--- src/rtl/synth_prog_pkg.sv ---
package synth_prog_pkg;
  localparam int WORD_W = 23;
  localparam int R_W    = 14;
  localparam int N_W    = 11;
  localparam int A_W    = 7;
  localparam int T_W    = 2;
  localparam int CODE_W = 2;
  localparam int SEL_W  = T_W + 1;
  localparam int CNT_W  = $clog2(WORD_W + 1);

  localparam int T_LSB  = CODE_W;
  localparam int R_LSB  = T_LSB + T_W;
  localparam int TC_BIT = 20;
  localparam int TO_BIT = 21;
  localparam int P_BIT  = 22;
  localparam int PD_BIT = CODE_W + 2;
  localparam int A_LSB  = PD_BIT + 1;
  localparam int N_LSB  = A_LSB + A_W;

  localparam logic [CODE_W-1:0] CODE_REF  = 2'b10;
  localparam logic [CODE_W-1:0] CODE_MAIN = 2'b11;

  typedef struct packed {
    logic [R_W-1:0] r;
    logic [T_W-1:0] t;
    logic           p;
    logic           tc;
    logic           to;
  } ref_word_t;

  typedef struct packed {
    logic [N_W-1:0] n;
    logic [A_W-1:0] a;
    logic           pd;
  } main_word_t;

  function automatic ref_word_t unpack_ref(input logic [WORD_W-1:0] w);
    ref_word_t f;
    f.r  = w[R_LSB +: R_W];
    f.t  = w[T_LSB +: T_W];
    f.p  = w[P_BIT];
    f.tc = w[TC_BIT];
    f.to = w[TO_BIT];
    return f;
  endfunction

  function automatic main_word_t unpack_main(input logic [WORD_W-1:0] w);
    main_word_t f;
    f.n  = w[N_LSB +: N_W];
    f.a  = w[A_LSB +: A_W];
    f.pd = w[PD_BIT];
    return f;
  endfunction

  function automatic logic [SEL_W-1:0] ld_select(input logic to, input logic [T_W-1:0] t);
    return to ? {1'b1, t} : '0;
  endfunction
endpackage

--- src/rtl/sp_sync_edge.sv ---
module sp_sync_edge #(
  parameter int WIDTH  = 3,
  parameter int STAGES = 2
) (
  input  logic             clk,
  input  logic             rst_n,
  input  logic [WIDTH-1:0] async_in,
  output logic [WIDTH-1:0] level,
  output logic [WIDTH-1:0] rise
);
  for (genvar g = 0; g < WIDTH; g++) begin : g_bit
    logic [STAGES:0] pipe;
    always_ff @(posedge clk or negedge rst_n) begin
      if (!rst_n) pipe <= '0;
      else        pipe <= {pipe[STAGES-1:0], async_in[g]};
    end
    assign level[g] = pipe[STAGES-1];
    assign rise[g]  = pipe[STAGES-1] & ~pipe[STAGES];
  end
endmodule

--- src/rtl/sp_shifter.sv ---
module sp_shifter
  import synth_prog_pkg::*;
(
  input  logic              clk,
  input  logic              rst_n,
  input  logic              shift_en,
  input  logic              bit_in,
  input  logic              clear,
  output logic [WORD_W-1:0] word,
  output logic              full
);
  logic [CNT_W-1:0] cnt;

  always_ff @(posedge clk or negedge rst_n) begin
    if (!rst_n) begin
      word <= '0;
      cnt  <= '0;
    end else begin
      if (shift_en) word <= {word[WORD_W-2:0], bit_in};
      if (clear) cnt <= '0;
      else if (shift_en && cnt != CNT_W'(WORD_W)) cnt <= cnt + 1'b1;
    end
  end

  assign full = (cnt == CNT_W'(WORD_W));
endmodule

--- src/rtl/sp_latch.sv ---
module sp_latch
  import synth_prog_pkg::*;
(
  input  logic              clk,
  input  logic              rst_n,
  input  logic              strobe,
  input  logic              full,
  input  logic [WORD_W-1:0] word,
  output logic              load_ref,
  output logic              load_main,
  output ref_word_t         ref_q,
  output main_word_t        main_q
);
  logic accept;
  assign accept    = strobe & full;
  assign load_ref  = accept & (word[CODE_W-1:0] == CODE_REF);
  assign load_main = accept & (word[CODE_W-1:0] == CODE_MAIN);

  always_ff @(posedge clk or negedge rst_n) begin
    if (!rst_n) begin
      ref_q  <= '0;
      main_q <= '0;
    end else begin
      if (load_ref)  ref_q  <= unpack_ref(word);
      if (load_main) main_q <= unpack_main(word);
    end
  end
endmodule

--- src/rtl/synth_prog_if.sv ---
module synth_prog_if
  import synth_prog_pkg::*;
#(
  parameter int SYNC_STAGES = 2
) (
  input  logic             clk,
  input  logic             rst_n,
  input  logic             ser_clk,
  input  logic             ser_data,
  input  logic             ser_strobe,
  output logic [R_W-1:0]   ref_div,
  output logic [T_W-1:0]   test_sel,
  output logic             presc_sel,
  output logic             ctr_test,
  output logic             out_test,
  output logic [N_W-1:0]   main_n,
  output logic [A_W-1:0]   main_a,
  output logic             pd_pol,
  output logic [SEL_W-1:0] ld_sel
);
  logic [2:0] lvl, rise;
  logic              clk_rise, stb_rise, data_bit;
  logic [WORD_W-1:0] shift_word;
  logic              word_full, load_ref, load_main;
  ref_word_t         ref_q;
  main_word_t        main_q;

  sp_sync_edge #(.WIDTH(3), .STAGES(SYNC_STAGES)) u_sync (
    .clk(clk), .rst_n(rst_n),
    .async_in({ser_strobe, ser_data, ser_clk}),
    .level(lvl), .rise(rise)
  );
  assign clk_rise = rise[0];
  assign data_bit = lvl[1];
  assign stb_rise = rise[2];

  sp_shifter u_shift (
    .clk(clk), .rst_n(rst_n), .shift_en(clk_rise), .bit_in(data_bit),
    .clear(stb_rise), .word(shift_word), .full(word_full)
  );

  sp_latch u_latch (
    .clk(clk), .rst_n(rst_n), .strobe(stb_rise), .full(word_full),
    .word(shift_word), .load_ref(load_ref), .load_main(load_main),
    .ref_q(ref_q), .main_q(main_q)
  );

  assign ref_div   = ref_q.r;
  assign test_sel  = ref_q.t;
  assign presc_sel = ref_q.p;
  assign ctr_test  = ref_q.tc;
  assign out_test  = ref_q.to;
  assign main_n    = main_q.n;
  assign main_a    = main_q.a;
  assign pd_pol    = main_q.pd;
  assign ld_sel    = ld_select(ref_q.to, ref_q.t);
endmodule

--- config.mk ---
export PLATFORM = sky130hd
export DESIGN_NAME = synth_prog_if
export DESIGN_NICKNAME = d
export VERILOG_FILES = /design/src/rtl/synth_prog_pkg.sv /design/src/rtl/sp_sync_edge.sv /design/src/rtl/sp_shifter.sv /design/src/rtl/sp_latch.sv /design/src/rtl/synth_prog_if.sv
export SDC_FILE = /design/constraint.sdc
export NUM_CORES = 1
export LEC_CHECK = 0
export BUFFER_PORTS_ARGS = -buffer_cell sky130_fd_sc_hd__buf_4
export CAP_MARGIN = 25
export CORE_ASPECT_RATIO = 0.5
export CORE_MARGIN = 2
export CORE_UTILIZATION = 30
export CTS_BUF_LIST = sky130_fd_sc_hd__clkbuf_2
export DETAILED_ROUTE_END_ITERATION = 6
export GPL_ROUTABILITY_DRIVEN = 0
export PLACE_DENSITY = 0.45
export SLEW_MARGIN = 20
export SYNTH_ARGS = -nofsm -noshare
export SYNTH_HDL_FRONTEND = slang
export SYNTH_SLANG_ARGS = --single-unit
--- constraint.sdc ---
create_clock -name clk -period 3.5 [get_ports clk]
set_input_delay 0.35 -clock clk [delete_from_list [all_inputs] [get_ports clk]]
set_output_delay 0.35 -clock clk [all_outputs]
set_load 0.03 [all_outputs]
==> results of run 1 <==
-- sequential cells by signal (all words and copies together) (netlist names) --
name	flops
u_latch.ref_q	19
u_shift.cnt	5
u_sync.g_bit.pipe	8
u_shift.word	23
u_latch.main_q	19
-- cell type report --
type	instances	area, um^2	share of cell area, %
clock inverters	6	105	3.00
clock buffers	10	50.0	1.43
repair buffers	53	428	12.2
well taps	121	151	4.32
inverters	1	3.75	0.107
multi-input cells	133	913	26.1
flip-flops and latches	74	1850	52.9
-- cell families (layout without fill, tap and decap cells) --
family | after synthesis | after routing
flops | 74 | 74
mux | 38 | 38
compound gates | 10 | 10
buf+inv | 13 | 70
simple gates | 84 | 84
fa+ha+maj | 1 | 1
-- stage by stage --
stage	cell area, um^2	setup WS, ps
after floorplan	2860	1710
after global placement	3270	1230
after detailed placement	3270	1130
after CTS	3470	1110
after global routing	3500	962
final	3500	1140
-- final timing paths --
check	cells past startpoint	slack, ps	end
max reg2reg	5	1140	u_latch.ref_q[10]$_DFFE_PN0P_
min in group clk	0	370	u_sync.g_bit[1].pipe[1]$_DFF_PN0_
max	5	1140	u_latch.ref_q[10]$_DFFE_PN0P_
min reg2reg	0	370	u_sync.g_bit[1].pipe[1]$_DFF_PN0_
max in group asynchronous	3	2650	u_latch.ref_q[1]$_DFFE_PN0P_
min	2	280	u_latch.main_q[3]$_DFFE_PN0P_
-- power by group through the flow --
stage	Combinational [mW]	Sequential (mW)	Clock [mW]
5_1_grt	0.0964	0.952	0.677
3_5_place_dp	0.0752	0.960	0
2_1_floorplan	0.0465	0.946	0
3_3_place_gp	0.0732	0.959	0
6_report	0.0810	0.944	0.605
4_1_cts	0.0794	0.944	0.634
-- layer usage --
metal  up-vias  track usage (%)  wire [um]
li1        835                -          -
met1       879             15.3       2580
met5         -                0          0
met4         0             5.33         84
met3         9             4.99        255
met2        35             16.4       2460
-- what timing repair did --
| action | 4_1_cts | 5_1_grt |
|---|---|---|
| hold endpoints to repair | 77 | 0 |
| setup buffers | 0 | 0 |
| hold buffers | 4 | 0 |
-- cell usage in the layout (no fill, tap or decap), types with 2 or more instances in the layout --
cell type      instances
a21oi_1                4
clkinv_2               3
bufinv_16              3
nand2b_1               2
and4b_1                2
dlygate4sd3_1          4
and2_1                 2
mux2_2                28
dfrtp_1               74
or3_1                  2
nand3_1                2
buf_4                 47
o21ai_0                4
nand2_1               69
clkbuf_2              10
mux2_4                10
-- synth_stat cells --
cell type	count	area [um^2]
buf_6	3	33.8
dfrtp_1	74	1850
and4b_1	2	20.0
buf_12	1	20.0
or3_1	2	12.5
o41ai_1	1	8.76
buf_4	1	7.51
nand3b_1	1	7.51
o21ai_0	4	20.0
and2_1	2	12.5
nand2_1	69	259
nand3_1	2	10.0
o311ai_0	1	8.76
inv_1	1	3.75
mux2_2	28	315
nor2b_1	2	12.5
or4_1	1	7.51
nand4_4	1	21.3
ha_1	1	12.5
a21oi_1	4	20.0
mux2_4	10	150
dlymetal6s2s_1	1	12.5
clkbuf_1	6	22.5
nand2b_1	2	12.5
==> impl_metrics.toml, run 1 <==
[outcome]
status = "finished, final reports clean"

[yosys]
syn-mean-instance-area_um2 = 13.0
netlist_area_mm2 = 0.00286
muxShareOfSynthArea_pct = 16.3
synth-xor-area-share_pct = 0
synth_warnings = 0
syn_nets = 226
synth_top_family_by_area = "multiplexers"
yosysSeqAreaShare_pct = 64.7
ys_ff_latch = 74
synth_cell_types = 24
synthCells = 220
synth_compound_area_share_pct = 2.01
synth-simple-area-share_pct = 13.1
synth-adder-area-share_pct = 0.437

[clock_network]
clk_pin_slew_ps = 190
cts_buffers = 9
cts-htree-levels = 3
clkSinkCount = 74
ctsResizeCount = 0
tritoncts = "built"
clock_latency_ps = 530
cts_max_path_buffers = 2
root_buffer = "clkbuf_2"

[setup_path]
path_cells = "ha_1 > and4b_1 > and4b_1 > buf_4 > mux2_4"
critPathSlowestCell = "and4b_1"
path_max_fanout = 11
crit_top_cell = "and4b_1"
critPathKind = "reg2reg"
max_stage_delay_ps = 630
cpLargestDelayFamily = "simple AND/OR/NAND/NOR gates"
timing.rr.start = "u_shift.cnt[0]$_DFFE_PN0P_"
required_ps = 3930
arrival_ps = 2790
path_buf_inv = 1
worstSetupEndpointType = "flip-flop"
crit_start = "u_shift.cnt[0]$_DFFE_PN0P_"
startpoint_type = "flip-flop"

[detailed_routing]
antenna_left = 0
post_drt_wl_per_cell_um = 13.5
drcViolationCount = 0
drt_iter0_markers = 104
viasPerCell = 4.42
wl_mm = 5.38
vias = 1758
first_pass_iters = 4

[final_layout]
syn_to_final_growth_pct = 22.4
fin_nets = 278
num_antenna_cells = 0
fin_cells = 398
fillers = 910
fin_util_pct = 37.5
drive_above_1_share_pct = 37.9

[pwr]
clockPowerShare_pct = 37.1
power.share.sequential_pct = 57.9
p_sw_mw = 0.392
ir_drop_v = 0.000166
p_leak_nw = 1.86
switching_share_pct = 24.0
power.total_mw = 1.63
intPower_mw = 1.24
combPwrFrac_pct = 5.0
cellPowerDensity_mw_per_mm2 = 465

[floorplanning]
die_x_um = 142
start_util_pct = 30.6
die_h_um = 73.1
dieArea_mm2 = 0.0104
core_mm2 = 0.00935
num_rows = 25
ioPinCount = 46

[placed_design]
dpl.cell_count = 376
io_buffers = 45
hpwl_mm = 3.31

[sta]
worst_pin_slew_ps = 593
setup_viol = 0
fin_skew_ps = 18.7
min_period_ps = 2360
maxSlewViolCount = 0
fin_tns_setup_ps = 0
clock.fmax_mhz = 424
relSlewSlack_pct = 60.5
min_period_over_period_pct = 67.4
holdWs_ps = 277
grt_setup_unrepaired = "no"
hold_viol_final = 0

[global_route]
overflow = 0
grt_pass1_wl_mm = 8.89
antenna_found_initial = 0
grt_pass1_vias = 1742
grt_use_total_pct = 11.6
grt_start_max_net_pins = 75

[min_path]
hold_class = "in2async"

[flow_run]
drv_cap = 0
Power figures use the tool's default switching activity.
==> run 2: changes to the inputs <==
- PLACE_DENSITY: 0.45 -> 0.46
- clock period: 3.5 -> 2.1 ns (I/O delays scaled with it)
==> impl_metrics.toml, run 2 (same netlist as run 1, synthesis figures left out) <==
[detailed_routing]
first_pass_iters = 4
viasPerCell = 4.31
wl_mm = 5.18
drcViolationCount = 0
post_drt_wl_per_cell_um = 13.0
vias = 1716
antenna_left = 0
drt_iter0_markers = 95

[clock_network]
hold_buffers = 4
cts-htree-levels = 3
cts_buffers = 9
root_buffer = "clkbuf_2"
clkSinkCount = 74
clk_pin_slew_ps = 170
ctsResizeCount = 0
postCtsSetupBuffers = 0
cts_max_path_buffers = 2
clock_latency_ps = 500
tritoncts = "built"

[final_layout]
fin_util_pct = 36.6
reg_top3 = "u_shift.word (23), u_latch.main_q (19), u_latch.ref_q (19)"
num_antenna_cells = 0
fin_cells = 398
mostFrequentLayoutCells = "dfrtp_1 (74), nand2_1 (69), buf_4 (51), mux2_2 (28), clkbuf_2 (11)"
drive_above_1_share_pct = 37.2
syn_to_final_growth_pct = 19.7
fin_nets = 281
top_register = "u_shift.word"
largest_reg_flops = 23
layout_commonest_cell = "dfrtp_1"

[setup_path]
critPathKind = "reg2reg"
worstSetupEndpointType = "flip-flop"
required_ps = 2500
path_max_fanout = 19
max_stage_delay_ps = 420
critPathSlowestCell = "dfrtp_1"
arrival_ps = 2330
path_buf_inv = 0
startpoint_type = "flip-flop"
cpLargestDelayFamily = "simple AND/OR/NAND/NOR gates"
path_cells = "ha_1 > and4b_1 > nand4_4 > mux2_2"

[pwr]
combPwrFrac_pct = 6.0
p_leak_nw = 1.83
power.share.sequential_pct = 68.6
ir_drop_v = 0.000187
intPower_mw = 1.69
p_sw_mw = 0.595
clockPowerShare_pct = 25.4
switching_share_pct = 26.0
cellPowerDensity_mw_per_mm2 = 668

[global_route]
grt_pass1_vias = 1757
grt_pass1_wl_mm = 8.74
grt_start_max_net_pins = 42
antenna_found_initial = 0
grt_use_total_pct = 11.3
overflow = 0

[sta]
hold_viol_final = 0
min_period_over_period_pct = 91.9
min_period_ps = 1930
clock.fmax_mhz = 518
relSlewSlack_pct = 64.8
setup_viol = 0
worst_pin_slew_ps = 528
fin_tns_setup_ps = 0
maxSlewViolCount = 0
fin_skew_ps = 14.9
grt_setup_unrepaired = "no"

[placed_design]
io_buffers = 45
dpl.cell_count = 381
hpwl_mm = 3.45

[floorplanning]
core_mm2 = 0.00935
dieArea_mm2 = 0.0104
ioPinCount = 46
die_h_um = 73.1
die_x_um = 142
num_rows = 25
start_util_pct = 30.6

[flow_run]
drv_cap = 0

[outcome]
status = "finished, final reports clean"

[min_path]
hold_class = "in2async"
## run 2: final cells by class
type / count / area, um^2
fill: 915 / 5930
sequential: 74 / 1850
multi-input combinational: 133 / 913
timing repair buffer: 56 / 443
tap: 121 / 151
clock buffer: 11 / 55.1
clock inverter: 2 / 7.51
inverter: 1 / 3.75
## run 2: metrics by stage
stage | power [mW] | setup slack [ps] | hold slack, ps | area, um^2
floorplan | 1.65 | 307 | -85.6 | 2860
global placement | 1.73 | 240 | 228 | 3320
detailed placement | 1.73 | 145 | 232 | 3320
CTS | 2.35 | 120 | 158 | 3430
global route | 2.44 | 1.62 | 184 | 3430
finish | 2.29 | 170 | 200 | 3430
## run 2: path summary, 6_finish.rpt
check	from	to	slack, ps	cells after the start
max in group asynchronous	rst_n	u_latch.main_q[4]$_DFFE_PN0P_	1320	3
worst min register to register	u_sync.g_bit[2].pipe[0]$_DFF_PN0_	u_sync.g_bit[2].pipe[1]$_DFF_PN0_	370	0
min in group clk	ser_clk	u_sync.g_bit[0].pipe[0]$_DFF_PN0_	340	2
worst max-delay path	u_shift.cnt[0]$_DFFE_PN0P_	u_latch.main_q[4]$_DFFE_PN0P_	170	4
worst min-delay path	rst_n	u_sync.g_bit[2].pipe[0]$_DFF_PN0_	200	2
worst max register to register	u_shift.cnt[0]$_DFFE_PN0P_	u_latch.main_q[4]$_DFFE_PN0P_	170	4
## run 2: power groups by stage
stage / Sequential, mW / Clock [mW] / Combinational (mW)
final: 1.57 / 0.582 / 0.137
after detailed placement: 1.60 / 0 / 0.137
after global placement: 1.60 / 0 / 0.131
after global routing: 1.59 / 0.691 / 0.165
after CTS: 1.57 / 0.636 / 0.143
after floorplan: 1.58 / 0 / 0.0776
## run 2: metal layers
metal / share of wire [%] / GRT usage (%) / wire length, um
met1: 48 / 14.6 / 2500
met2: 44 / 16.2 / 2280
met3: 5.9 / 5.91 / 305
met4: 1.8 / 4.33 / 91
met5: 0 / 0 / 0
